File: config.mk
export PLATFORM = sky130hd
export DESIGN_NAME = serial_rx_core
export DESIGN_NICKNAME = d
export VERILOG_FILES = /design/src/rtl/serial_rx_pkg.sv /design/src/rtl/serial_rx_tick.sv /design/src/rtl/serial_rx_sampler.sv /design/src/rtl/serial_rx_flags.sv /design/src/rtl/serial_rx_core.sv
export SDC_FILE = /design/constraint.sdc
export NUM_CORES = 1
export LEC_CHECK = 0
export ABC_AREA = 1
export BUFFER_PORTS_ARGS = -buffer_cell sky130_fd_sc_hd__buf_2
export CAP_MARGIN = 20
export CORE_ASPECT_RATIO = 0.5
export CORE_MARGIN = 5
export CORE_UTILIZATION = 40
export DETAILED_ROUTE_END_ITERATION = 16
export PLACE_DENSITY = 0.67
export SLEW_MARGIN = 5
export SYNTH_ARGS = -nofsm -noshare
export SYNTH_HDL_FRONTEND = slang
export SYNTH_SLANG_ARGS = --single-unit
File: constraint.sdc
create_clock -name clk -period 6.08 [get_ports clk]
set_clock_uncertainty 0.15 [all_clocks]
set_input_delay 0.912 -clock clk [delete_from_list [all_inputs] [get_ports clk]]
set_output_delay 0.912 -clock clk [all_outputs]
set_load 0.01 [all_outputs]
File: src/rtl/serial_rx_pkg.sv
package serial_rx_pkg;
  localparam int SPB      = 16;  // samples per bit
  localparam int IDLE_RUN = 3;   // high samples needed before a start edge
  localparam int ST_V0 = 3, ST_V1 = 5, ST_V2 = 7;   // start-bit vote samples
  localparam int BT_V0 = 8, BT_V1 = 9, BT_V2 = 10;  // data/stop vote samples
  localparam int HI_W  = $clog2(11 * SPB + 1);

  typedef enum logic [1:0] {ST_HUNT, ST_START, ST_DATA, ST_STOP} rx_state_t;

  function automatic logic maj3(input logic a, input logic b, input logic c);
    return (a & b) | (a & c) | (b & c);
  endfunction
endpackage

File: src/rtl/serial_rx_tick.sv
module serial_rx_tick #(
  parameter int DIV_W = 13
) (
  input  logic             clk,
  input  logic             rst,
  input  logic [DIV_W-1:0] divisor,
  output logic             tick
);
  logic [DIV_W-1:0] cnt;
  logic [DIV_W:0]   nxt;

  assign nxt = {1'b0, cnt} + 1'b1;

  always_ff @(posedge clk) begin
    if (rst) begin
      cnt  <= '0;
      tick <= 1'b0;
    end else if (nxt >= {1'b0, divisor}) begin
      cnt  <= '0;
      tick <= 1'b1;
    end else begin
      cnt  <= nxt[DIV_W-1:0];
      tick <= 1'b0;
    end
  end

  assert_tick_spacing_R1: assert property (@(posedge clk) disable iff (rst)
    (tick && divisor > 1) |=> (!tick || !$stable(divisor)));
endmodule

File: src/rtl/serial_rx_sampler.sv
module serial_rx_sampler
  import serial_rx_pkg::*;
(
  input  logic       clk,
  input  logic       rst,
  input  logic       tick,
  input  logic       rx_s,
  input  logic       mode9,
  output logic       done,
  output logic [8:0] word,
  output logic       stop_ok,
  output logic       noise,
  output logic       cand,
  output logic       idle_hit
);
  rx_state_t       st;
  logic [4:0]      ph, nph, s_a, s_b, s_c;
  logic [3:0]      bitn, nlast;
  logic            v0, v1, vote, mixed, nacc;
  logic [8:0]      sh;
  logic [HI_W-1:0] hi_cnt, idle_lim;

  assign nph      = ph + 5'd1;
  assign s_a      = (st == ST_START) ? 5'(ST_V0) : 5'(BT_V0);
  assign s_b      = (st == ST_START) ? 5'(ST_V1) : 5'(BT_V1);
  assign s_c      = (st == ST_START) ? 5'(ST_V2) : 5'(BT_V2);
  assign vote     = maj3(v0, v1, rx_s);
  assign mixed    = !((v0 == v1) && (v1 == rx_s));
  assign nlast    = mode9 ? 4'd8 : 4'd7;
  assign idle_lim = mode9 ? HI_W'(11 * SPB) : HI_W'(10 * SPB);

  always_ff @(posedge clk) begin
    if (rst) begin
      st <= ST_HUNT; ph <= '0; bitn <= '0; v0 <= 1'b0; v1 <= 1'b0;
      sh <= '0; nacc <= 1'b0; hi_cnt <= '0; done <= 1'b0; cand <= 1'b0;
      idle_hit <= 1'b0; word <= '0; stop_ok <= 1'b0; noise <= 1'b0;
    end else begin
      done <= 1'b0; cand <= 1'b0; idle_hit <= 1'b0;
      if (tick) begin
        if (rx_s) begin
          if (hi_cnt != '1) hi_cnt <= hi_cnt + 1'b1;
          idle_hit <= (hi_cnt + 1'b1 == idle_lim);
        end else begin
          hi_cnt <= '0;
        end
        if (st == ST_HUNT) begin
          if (!rx_s && hi_cnt >= HI_W'(IDLE_RUN)) begin
            st <= ST_START; ph <= 5'd1; cand <= 1'b1; nacc <= 1'b0;
          end
        end else begin
          if (nph == s_a) v0 <= rx_s;
          if (nph == s_b) v1 <= rx_s;
          if (nph == s_c) begin
            case (st)
              ST_START: if (vote) st <= ST_HUNT; else nacc <= mixed;
              ST_DATA: begin
                sh   <= {vote, sh[8:1]};
                nacc <= nacc | mixed;
              end
              default: begin
                done    <= 1'b1;
                stop_ok <= vote;
                noise   <= nacc | mixed;
                word    <= mode9 ? sh : {1'b0, sh[8:1]};
                st      <= ST_HUNT;
              end
            endcase
          end
          if (nph == 5'(SPB)) begin
            ph <= '0;
            if (st == ST_START) begin
              st <= ST_DATA; bitn <= '0;
            end else if (bitn == nlast) begin
              st <= ST_STOP;
            end else begin
              bitn <= bitn + 1'b1;
            end
          end else begin
            ph <= nph;
          end
        end
      end
    end
  end

  assert_start_needs_run_R3: assert property (@(posedge clk) disable iff (rst)
    cand |-> $past(hi_cnt) >= HI_W'(IDLE_RUN));
endmodule

File: src/rtl/serial_rx_flags.sv
module serial_rx_flags (
  input  logic       clk,
  input  logic       rst,
  input  logic       done,
  input  logic [8:0] word,
  input  logic       stop_ok,
  input  logic       noise,
  input  logic       par_en,
  input  logic       par_odd,
  input  logic       clr,
  input  logic       cand,
  input  logic       idle_hit,
  output logic [8:0] rx_data,
  output logic       data_full,
  output logic       overrun,
  output logic       noise_err,
  output logic       frame_err,
  output logic       parity_err,
  output logic       rx_active
);
  logic perr;
  assign perr = par_en && ((^word) != par_odd);

  always_ff @(posedge clk) begin
    if (rst) begin
      rx_data <= '0; data_full <= 1'b0; overrun <= 1'b0; noise_err <= 1'b0;
      frame_err <= 1'b0; parity_err <= 1'b0; rx_active <= 1'b0;
    end else begin
      if (clr) begin
        data_full <= 1'b0; overrun <= 1'b0; noise_err <= 1'b0;
        frame_err <= 1'b0; parity_err <= 1'b0;
      end
      if (done) begin
        if (data_full && !clr) begin
          overrun <= 1'b1;
        end else begin
          rx_data    <= word;
          data_full  <= 1'b1;
          noise_err  <= noise;
          frame_err  <= !stop_ok;
          parity_err <= perr;
        end
      end
      if (cand) rx_active <= 1'b1;
      else if (idle_hit) rx_active <= 1'b0;
    end
  end

  assert_overrun_hold_R8: assert property (@(posedge clk) disable iff (rst)
    (done && data_full && !clr) |=> (overrun && $stable(rx_data) && $stable(frame_err)));
  assert_no_noise_on_overrun_R7: assert property (@(posedge clk) disable iff (rst)
    (done && data_full && !clr) |=> $stable(noise_err));
  assert_clear_flags_R9: assert property (@(posedge clk) disable iff (rst)
    (clr && !done) |=> (!data_full && !overrun && !noise_err && !frame_err && !parity_err
                        && $stable(rx_data)));
  assert_active_on_start_R10: assert property (@(posedge clk) disable iff (rst)
    cand |=> rx_active);
  assert_full_after_frame_R6: assert property (@(posedge clk) disable iff (rst)
    done |=> data_full);
endmodule

File: src/rtl/serial_rx_core.sv
module serial_rx_core #(
  parameter int DIV_W       = 13,
  parameter int SYNC_STAGES = 2
) (
  input  logic             clk,
  input  logic             rst,
  input  logic [DIV_W-1:0] divisor,
  input  logic             mode9,
  input  logic             par_en,
  input  logic             par_odd,
  input  logic             rx_in,
  input  logic             clr_flags,
  output logic [8:0]       rx_data,
  output logic             data_full,
  output logic             overrun,
  output logic             noise_err,
  output logic             frame_err,
  output logic             parity_err,
  output logic             rx_active
);
  logic [SYNC_STAGES-1:0] sync_q;
  logic       tick, done, stop_ok, noise, cand, idle_hit;
  logic [8:0] word;

  always_ff @(posedge clk) begin
    if (rst) sync_q <= '1;
    else     sync_q <= {sync_q[SYNC_STAGES-2:0], rx_in};
  end

  serial_rx_tick #(.DIV_W(DIV_W)) u_tick (
    .clk(clk), .rst(rst), .divisor(divisor), .tick(tick)
  );

  serial_rx_sampler u_samp (
    .clk(clk), .rst(rst), .tick(tick), .rx_s(sync_q[SYNC_STAGES-1]),
    .mode9(mode9), .done(done), .word(word), .stop_ok(stop_ok),
    .noise(noise), .cand(cand), .idle_hit(idle_hit)
  );

  serial_rx_flags u_flags (
    .clk(clk), .rst(rst), .done(done), .word(word), .stop_ok(stop_ok),
    .noise(noise), .par_en(par_en), .par_odd(par_odd), .clr(clr_flags),
    .cand(cand), .idle_hit(idle_hit), .rx_data(rx_data), .data_full(data_full),
    .overrun(overrun), .noise_err(noise_err), .frame_err(frame_err),
    .parity_err(parity_err), .rx_active(rx_active)
  );
endmodule

# --- Word-level counts from Yosys, hierarchy flattened ---
# Index checks and enable logic that the tools add are counted.
totals:
  register_bits: 76
  input_bits: 20
  output_inout_bits: 15
  wordCells: 131
classes:
  addsub: 4
  order_cmp: 2
  n_eq_ne: 16
  mux: 46
  bitwise_logic: 12
  n_reduce_logical: 27
ops:
  columns: ["op", "n"]
  rows:
  - ["1-bit two-way mux", 24]
  - ["4-bit two-way mux", 6]
  - ["5-bit two-way mux", 4]
  - ["8-bit two-way mux", 2]
  - ["5-bit equality test", 3]
  - ["13-bit by 1-bit adder with 14-bit output, second input constant", 1]
  - ["14-bit by 13-bit greater-or-equal comparator with 1-bit output", 1]
  - ["2-bit two-way mux", 7]
  - ["4-bit AND reduction", 3]
  - ["9-bit two-way mux", 1]
  - ["9-bit parity", 1]
  - ["8-bit by 1-bit adder with 8-bit output, second input constant", 1]
  - ["8-bit equality test", 1]
  - ["8-bit by 2-bit greater-or-equal comparator with 1-bit output, second input constant", 1]
  - ["8-bit != test, second input constant", 1]
  - ["1-bit NOT", 6]
  - ["2-bit AND reduction", 3]
  - ["3-bit AND reduction", 2]
  - ["3-bit OR reduction", 2]
  - ["5-bit by 1-bit adder with 5-bit output, second input constant", 1]
  - ["5-bit equality test, second input constant", 1]
  - ["5-bit AND reduction", 1]
  - ["4-bit by 1-bit adder with 4-bit output, second input constant", 1]
  - ["4-bit equality test", 1]
  - ["18 further kinds", 32]

# --- Logic depth before layout (Yosys ltp) ---
# Gate-level depths: netlist of run 1.
logic_depth:
  word_depth: 10
  ltp_mapped: 18
  ltp_nobuf: 18

# --- Hierarchy ---
# Synthesis of run 1 repeated with hierarchy kept, for this count alone.
hier_totals:
  hier_cells: 614
  area_unflattened_um2: 4350.4
by_module_without_submodules:
  columns: ["module", "instances", "cells_each", "area_per_inst_um2", "seq_area_each_um2"]
  rows:
  - ["serial_rx_sampler", 1, 359, 2473.6, 900.9]
  - ["serial_rx_tick", 1, 144, 1031.0, 280.3]
  - ["serial_rx_flags", 1, 104, 787.0, 300.3]
  - ["serial_rx_core", 1, 7, 58.8, 40.0]

# --- Worst setup path after synthesis of run 1 ---
# No wires, ideal clock.
synth_path:
  kind: "register to register"
  start: "register u_tick.cnt[0]"
  end: "register u_tick.cnt[6]"
  setup_ps: 119
  arrival_time_ps: 2372
  t_required_ps: 5811
  path_slack_ps: 3439
  stages_incl_launch_ff: 18
  path_buffers: 1
  synth_period_minus_slack_ps: 2641
  cell_sequence: "dfxtp_1 > ha_1 > nand2_1 > inv_1 > nand3_1 > nor3_1 > nand3_1 > xor2_1 > inv_1 > ha_1 > nand2_1 > nor2_1 > nand4_1 > nand3_1 > nor2_1 > nand4_1 > buf_2 > nor2_1"
synth_via:
  elab_chain_len: 3
synth_lines:
  columns: ["element", "line", "rtl"]
  rows:
  - ["from (decl)", "serial_rx_tick.sv:9", "logic [DIV_W-1:0] cnt;"]
  - ["from (signal assigned)", "serial_rx_tick.sv:22", "cnt <= nxt[DIV_W-1:0];"]
  - ["13-bit by 1-bit adder with 14-bit output", "serial_rx_tick.sv:12", "assign nxt = {1'b0, cnt} + 1'b1;"]
  - ["named net u_tick.nxt[10]", "serial_rx_tick.sv:10", "logic [DIV_W:0] nxt;"]
  - ["14-bit by 13-bit greater-or-equal comparator with 1-bit output", "serial_rx_tick.sv:18", "end else if (nxt >= {1'b0, divisor}) begin"]
  - ["2-bit OR reduction (no line)", null, null]
# The timed path passes the listed nets, and every way through them passes these cells.
# A chain may end at the register's enable or synchronous reset.

# --- Worst setup path in the final report of run 1 ---
layout_path:
  start: "register u_tick.cnt[0]"
  end: "register u_tick.cnt[3]"
# The elaborated chain is that of the path after synthesis.

==> impl_metrics.ini, run 1 <==
[power]
power.total_mw = 1.07
cellPowerDensity_nw_per_um2 = 226
leakagePower_nw = 2.17
irDropWorstVdd_mv = 0.123

[timing]
slew_headroom_pct = 36.5
setup_tns_ns = 0
finalCritPeriodShare_pct = 53.6
fin_worst_hold_slack_ns = 0.268
finalHoldViolCount = 0
timing.fmax_mhz = 307
maxSlewViolCount = 0
final.min_clock_period_ns = 3.26
worst_pin_slew_ns = 0.948
grt_setup_unrepaired = false
endpoints_failing_setup = 0

[setup_path]
timing.setup.critical_path_class = reg2reg
worst_setup_path_startpoint = u_tick.cnt[0]
r2r_setup_slack_ns = 2.82
startpoint_of_the_most_critical_register_to_register_path = u_tick.cnt[0]
worstSetupEndpointType = flip-flop
worst_path_required_time_ns = 6.19
signal_arrival_time_at_the_worst_endpoint_ns = 3.37
worst_r2r_path_depth = 16
setup.worst_path.end = u_tick.cnt[3]
timing.rr.end = u_tick.cnt[3]
cp_max_fo = 13
crit_path_start_kind = flip-flop

[finish]
commonest_cells_after_routing_fill_and_taps_aside = sky130_fd_sc_hd__nand2_1, sky130_fd_sc_hd__nor2_1, sky130_fd_sc_hd__dfxtp_1, sky130_fd_sc_hd__inv_1, sky130_fd_sc_hd__a21oi_1
drive_above_1_share_pct = 11.9
area_occupied_by_multi_input_gates_sq_um = 2270
num-fill-cells = 1043
register_area_sq_um = 1520
final_cell_area_sq_um = 4730
final_util_pct = 46.4
nets = 664
layout.cells.most_common = sky130_fd_sc_hd__nand2_1
antenna-diode-count = 0
syn_to_final_growth_pct = 13.4

[cts]
root_buffer = sky130_fd_sc_hd__clkbuf_16
cts.repair.resized = 0
worst_setup_hold_path_clk_slew_ns = 0.06
cts_buffers = 9
clock_tree.htree_level_count = 3
post_cts_hold_buffer_count = 0
clock_tree_from_tritoncts = done
post-cts-setup-buffer-count = 0
clk-insertion-delay-late_ns = 0.34
clock-sinks = 76
cts-root-to-sink-buffers = 2

[logic_synthesis]
postSynthAreaPerCell_sq_um = 7.12
syn_inst = 586
synth_area_sq_um = 4170
ys_seq_area_share_pct = 36.5
synthesis.yosys.warnings = 0
postSynthRegisterBits = 76
postSynthNetCount = 633
synth_cell_types = 40

[routing]
finalWirelength_um = 8810
dr_total_vias = 3676
number_of_vias_per_cell_after_detailed_routing = 4.84
drt.antenna.violating_nets = 0
route.detailed.drc = 0
detail_route.wl_per_cell_um = 11.6
drt-initial-drc-count = 204
drt-pass1-iter-count = 5

[place]
portBuffers = 34
post_dp_cell_area_sq_um = 4440
dp.final_hpwl_um = 6400
gpl_congestion = 0.848

[grt]
groute.usage.overall_pct = 14.9
grt_max_degree = 38
grt_remaining_overflow = 0
antenna_found_initial = 0
grt_pass1_vias = 3472
grt_pass1_wl_um = 15600

[floorplanning]
die-area_sq_um = 12700
core-area_sq_um = 10200
floorplan.initialDensity_pct = 41.0
floorplan.die.width_um = 154
io-pin-count = 35
row_count = 26
die_y_um = 82.2

[hold_path]
timing.hold.worst.class = reg2reg

[run_status]
run_status = finished, final reports clean

[run]
maxCapViolations = 0
critical path: stages (launching register included):
cell	delay [ns]
sky130_fd_sc_hd__dfxtp_1	0.38
sky130_fd_sc_hd__ha_1	0.19
sky130_fd_sc_hd__nand2_1	0.07
sky130_fd_sc_hd__inv_1	0.07
sky130_fd_sc_hd__nand3_1	0.11
sky130_fd_sc_hd__nor3_1	0.37
sky130_fd_sc_hd__nand3_1	0.14
sky130_fd_sc_hd__xor2_1	0.19
sky130_fd_sc_hd__inv_1	0.06
sky130_fd_sc_hd__ha_1	0.26
sky130_fd_sc_hd__nand2_1	0.10
sky130_fd_sc_hd__nor2_1	0.06
sky130_fd_sc_hd__nand4_1	0.07
sky130_fd_sc_hd__nand3_1	0.08
sky130_fd_sc_hd__nor2_1	0.14
sky130_fd_sc_hd__nand4_1	0.47
sky130_fd_sc_hd__nor2_1	0.24
state kept, by name, summed over array words and instances, names as in the netlist, 2 cells and up:
register / count
u_samp.ph: 5
u_samp.bitn: 4
u_flags.rx_data: 9
u_samp.word: 9
u_samp.sh: 9
sync_q: 2
u_tick.cnt: 13
u_samp.st: 2
u_samp.hi_cnt: 8
metrics by stage:
step           std cells  setup slack [ns]
5_1_grt              760              2.29
4_1_cts              760              2.84
6_report             760              2.82
3_3_place_gp         746              2.95
3_5_place_dp         746              2.86
2_1_floorplan        586              3.44
routing by layer:
metal	track usage, %	vias up	wire length [um]
li1	-	1953	-
met1	19.0	1676	4570
met2	24.8	34	3840
met3	3.44	13	289
met4	6.26	0	115
met5	0	-	0
cells by family after synthesis:
logic type | Yosys count | share of synthesized area, %
fa+ha+maj | 27 | 8.10
simple gates | 277 | 30.2
xor+xnor | 21 | 4.41
compound gates | 92 | 11.9
buf+inv | 93 | 8.97
flops | 76 | 36.5
report_power, final:
group / internal [mW] / switching (mW)
sequential: 0.500 / 0.00188
combinational: 0.0140 / 0.0250
clock: 0.324 / 0.201
cells in the mapped netlist (all sizes together):
| cell | n | area [sq um] |
|---|---|---|
| a21oi | 48 | 240 |
| a31oi | 1 | 6.26 |
| nor3 | 5 | 36.3 |
| clkinv | 1 | 3.75 |
| xor2 | 15 | 131 |
| a211oi | 3 | 22.5 |
| xnor2 | 6 | 52.6 |
| a2bb2oi | 1 | 8.76 |
| o311ai | 1 | 8.76 |
| clkbuf | 6 | 22.5 |
| a21o | 2 | 15.0 |
| buf | 8 | 55.1 |
| nand3b | 4 | 30.0 |
| dfxtp | 76 | 1520 |
| nand3 | 34 | 200 |
| or2 | 3 | 18.8 |
| nor4 | 2 | 12.5 |
| inv | 78 | 293 |
| a22oi | 1 | 7.51 |
| nand2 | 119 | 472 |
| a31o | 1 | 8.76 |
| o21ai | 31 | 155 |
| nand4 | 17 | 113 |
| o211ai | 1 | 7.51 |
| o21bai | 1 | 7.51 |
| ha | 27 | 338 |
| o31ai | 1 | 7.51 |
| nor2 | 93 | 375 |
worst min path at each step:
stage	startpoint	to	slack [ns]	cells after the start
final	sync_q[0]	sync_q[1]	0.27	1
after global routing	sync_q[0]	sync_q[1]	0.29	1
after CTS	sync_q[0]	sync_q[1]	0.27	1
after detailed placement	sync_q[0]	sync_q[1]	0.25	1
after global placement	sync_q[0]	sync_q[1]	0.24	1
after floorplan	sync_q[0]	sync_q[1]	0.24	1
area by class of cell:
cell class	instances	share of cell area, %
clock inverter	4	1.08
clock buffer	10	5.05
timing repair buffer	34	3.60
inverter	79	6.27
tap	140	3.70
sequential	76	32.2
multi-input combinational	417	48.1
Power figures use the tool's default switching activity.
==> run 2, diff against run 1 <==
--- a/config.mk
+++ b/config.mk
@@ -12,7 +12,7 @@
 export CORE_MARGIN = 5
 export CORE_UTILIZATION = 40
 export DETAILED_ROUTE_END_ITERATION = 16
-export PLACE_DENSITY = 0.67
+export PLACE_DENSITY = 0.69
 export SLEW_MARGIN = 5
 export SYNTH_ARGS = -nofsm -noshare
 export SYNTH_HDL_FRONTEND = slang
==> constraint.sdc (replaced) <==
create_clock -name clk -period 2.67 [get_ports clk]
set_clock_uncertainty 0.15 [all_clocks]
set_input_delay 0.4005 -clock clk [delete_from_list [all_inputs] [get_ports clk]]
set_output_delay 0.4005 -clock clk [all_outputs]
set_load 0.01 [all_outputs]
==> run 2 against run 1 <==
Effect of this change:
- the run now ends with negative setup slack left
- design area increased by 11%
- combinational power increased to 3.1 times the previous value
- cell count increased by 4.1%
- non-clock buffer count increased by 29
- global-route usage increased by 0.28 points
- largest power group unchanged
==> impl_metrics.ini, run 2 (synthesized netlist as in run 1, its figures left out) <==
[run_status]
run_status = complete, but fails checks
violations_in_the_final_reports = negative setup slack

[routing]
drt-initial-drc-count = 206
routed-wl-met2_um = 4550
drt-pass1-iter-count = 4
highest_layer = met4
drt.antenna.violating_nets = 0
detail_route.wl_per_cell_um = 12.1
dr_total_vias = 3799
finalWirelength_um = 9610
met1_routed_wirelength_after_detailed_routing_um = 4640
number_of_vias_per_cell_after_detailed_routing = 4.80
route.detailed.drc = 0
route.met3.wl_um = 333

[finish]
commonest_cells_after_routing_fill_and_taps_aside = sky130_fd_sc_hd__nand2_1, sky130_fd_sc_hd__nor2_1, sky130_fd_sc_hd__dfxtp_1, sky130_fd_sc_hd__inv_1, sky130_fd_sc_hd__a21oi_1
nets = 693
syn_to_final_growth_pct = 25.9
layout.cells.most_common = sky130_fd_sc_hd__nand2_1
finalNonFillerCells = 791
drive_above_1_share_pct = 22.6
antenna-diode-count = 0
largest_register_ff_count = 13
registers.top_by_ff_count = u_tick.cnt

[cts]
worst_setup_hold_path_clk_slew_ns = 0.06
clock_tree.htree_level_count = 3
clock_tree_from_tritoncts = done
cts_buffers = 9
clock-sinks = 76
cts-root-to-sink-buffers = 2
root_buffer = sky130_fd_sc_hd__clkbuf_16
clk-insertion-delay-late_ns = 0.34
post_cts_hold_buffer_count = 0

[power]
power.switching_fraction_pct = 21.6
internal_power_mw = 2.04
seq_power_share_pct = 44.0
power.share.clock_pct = 51.3
power.switching_mw = 0.563
cellPowerDensity_nw_per_um2 = 496
leakagePower_nw = 2.37
p_comb_share_pct = 4.7
irDropWorstVdd_mv = 0.327

[timing]
finalCritPeriodShare_pct = 103
final.min_clock_period_ns = 2.75
worst_pin_slew_ns = 0.391
finalHoldViolCount = 0
final.setup.worst_slack_ns = -0.0821
slew_headroom_pct = 73.8
grt_setup_unrepaired = true
maxSlewViolCount = 0
endpoints_failing_setup = 13
timing.fmax_mhz = 363

[setup_path]
timing.setup.critical_path_class = reg2reg
worst_path_required_time_ns = 2.79
cp_max_fo = 6
worstSetupEndpointType = flip-flop
crit_path_start_kind = flip-flop
signal_arrival_time_at_the_worst_endpoint_ns = 2.87

[floorplanning]
core-area_sq_um = 10200
floorplan.initialDensity_pct = 41.0
io-pin-count = 35
floorplan.die.width_um = 154
row_count = 26
die-area_sq_um = 12700
die_y_um = 82.2

[place]
portBuffers = 34
pre_cts_setup_slack_ns = -0.0988
dp.final_hpwl_um = 6680
placedCellCount = 768
gpl_congestion = 0.878

[grt]
groute.usage.overall_pct = 15.2
grt_max_degree = 37
grt_pass1_wl_um = 15900
grt_pass1_vias = 3555
antenna_found_initial = 0
grt_remaining_overflow = 0

[hold_path]
timing.hold.worst.class = in2reg

[run]
maxCapViolations = 0
==> run 2: worst max-delay path, cell delays in order (launching register included) <==
cell and delay (ns):
sky130_fd_sc_hd__dfxtp_4 0.36, sky130_fd_sc_hd__ha_4 0.14, sky130_fd_sc_hd__nand2_4 0.05, sky130_fd_sc_hd__inv_4 0.06
sky130_fd_sc_hd__nand3_4 0.07, sky130_fd_sc_hd__nor3_2 0.12, sky130_fd_sc_hd__buf_4 0.16, sky130_fd_sc_hd__nand3_2 0.06
sky130_fd_sc_hd__xor2_1 0.17, sky130_fd_sc_hd__inv_1 0.07, sky130_fd_sc_hd__ha_1 0.30, sky130_fd_sc_hd__nand2_2 0.09
sky130_fd_sc_hd__nor2_2 0.05, sky130_fd_sc_hd__nand4_1 0.09, sky130_fd_sc_hd__nand3_2 0.09, sky130_fd_sc_hd__nor2_2 0.13
sky130_fd_sc_hd__nand4_1 0.11, sky130_fd_sc_hd__buf_6 0.15, sky130_fd_sc_hd__clkbuf_16 0.15, sky130_fd_sc_hd__nor2_1 0.09
==> run 2: cell type report <==
type | instances | area [sq um]
clock inverters | 6 | 93.8
fillers | 972 | 4930
multi-input cells | 417 | 2480
repair buffers | 63 | 425
inverters | 79 | 299
clock buffers | 10 | 239
well taps | 140 | 175
flip-flops and latches | 76 | 1530
==> run 2: routing by layer <==
metal / track usage, % / vias to the layer above
met1: 19.1 / 1719
li1: - / 2028
met5: 0 / -
met2: 26.0 / 44
met3: 4.16 / 8
met4: 4.49 / 0
==> run 2: what timing repair did <==
item / in CTS / in global routing
setup buffers: 1 / 5
resized for setup: 6 / 54
endpoints found under the setup margin: 14 / 14
pin swaps: 4 / 19
cloned: 0 / 1
==> run 2: power groups by stage <==
| stage | Sequential, mW | Combinational (mW) | Clock [mW] |
|---|---|---|---|
| 2_1_floorplan | 1.17 | 0.0601 | 0 |
| 3_3_place_gp | 1.17 | 0.0967 | 0 |
| 6_report | 1.15 | 0.122 | 1.34 |
| 4_1_cts | 1.14 | 0.0990 | 1.38 |
| 3_5_place_dp | 1.17 | 0.0984 | 0 |
| 5_1_grt | 1.15 | 0.140 | 1.43 |
==> run 2: path summary, 6_finish.rpt <==
path | start | slack [ns] | depth (start not counted) | end
max | u_tick.cnt[1] | -0.08 | 19 | u_tick.cnt[3]
min | rx_in | 0.09 | 2 | sync_q[0]
max reg2reg | u_tick.cnt[1] | -0.08 | 19 | u_tick.cnt[3]
min reg2reg | sync_q[0] | 0.26 | 1 | sync_q[1]
==> run 2: through the flow <==
| stage | utilization (%) | hold slack, ns | setup TNS, ns | power, mW | cell area, sq um |
|---|---|---|---|---|---|
| global placement | 45.3 | 0.241 | -0.161 | 1.26 | 4620 |
| detailed placement | 45.3 | 0.251 | -1.04 | 1.27 | 4620 |
| floorplan | - | 0.239 | 0 | 1.23 | 4170 |
| CTS | 48.9 | 0.0812 | -0.602 | 2.62 | 4980 |
| global route | 51.5 | 0.0888 | -2.85 | 2.72 | 5250 |
| finish | 51.5 | 0.0915 | -0.606 | 2.61 | 5250 |
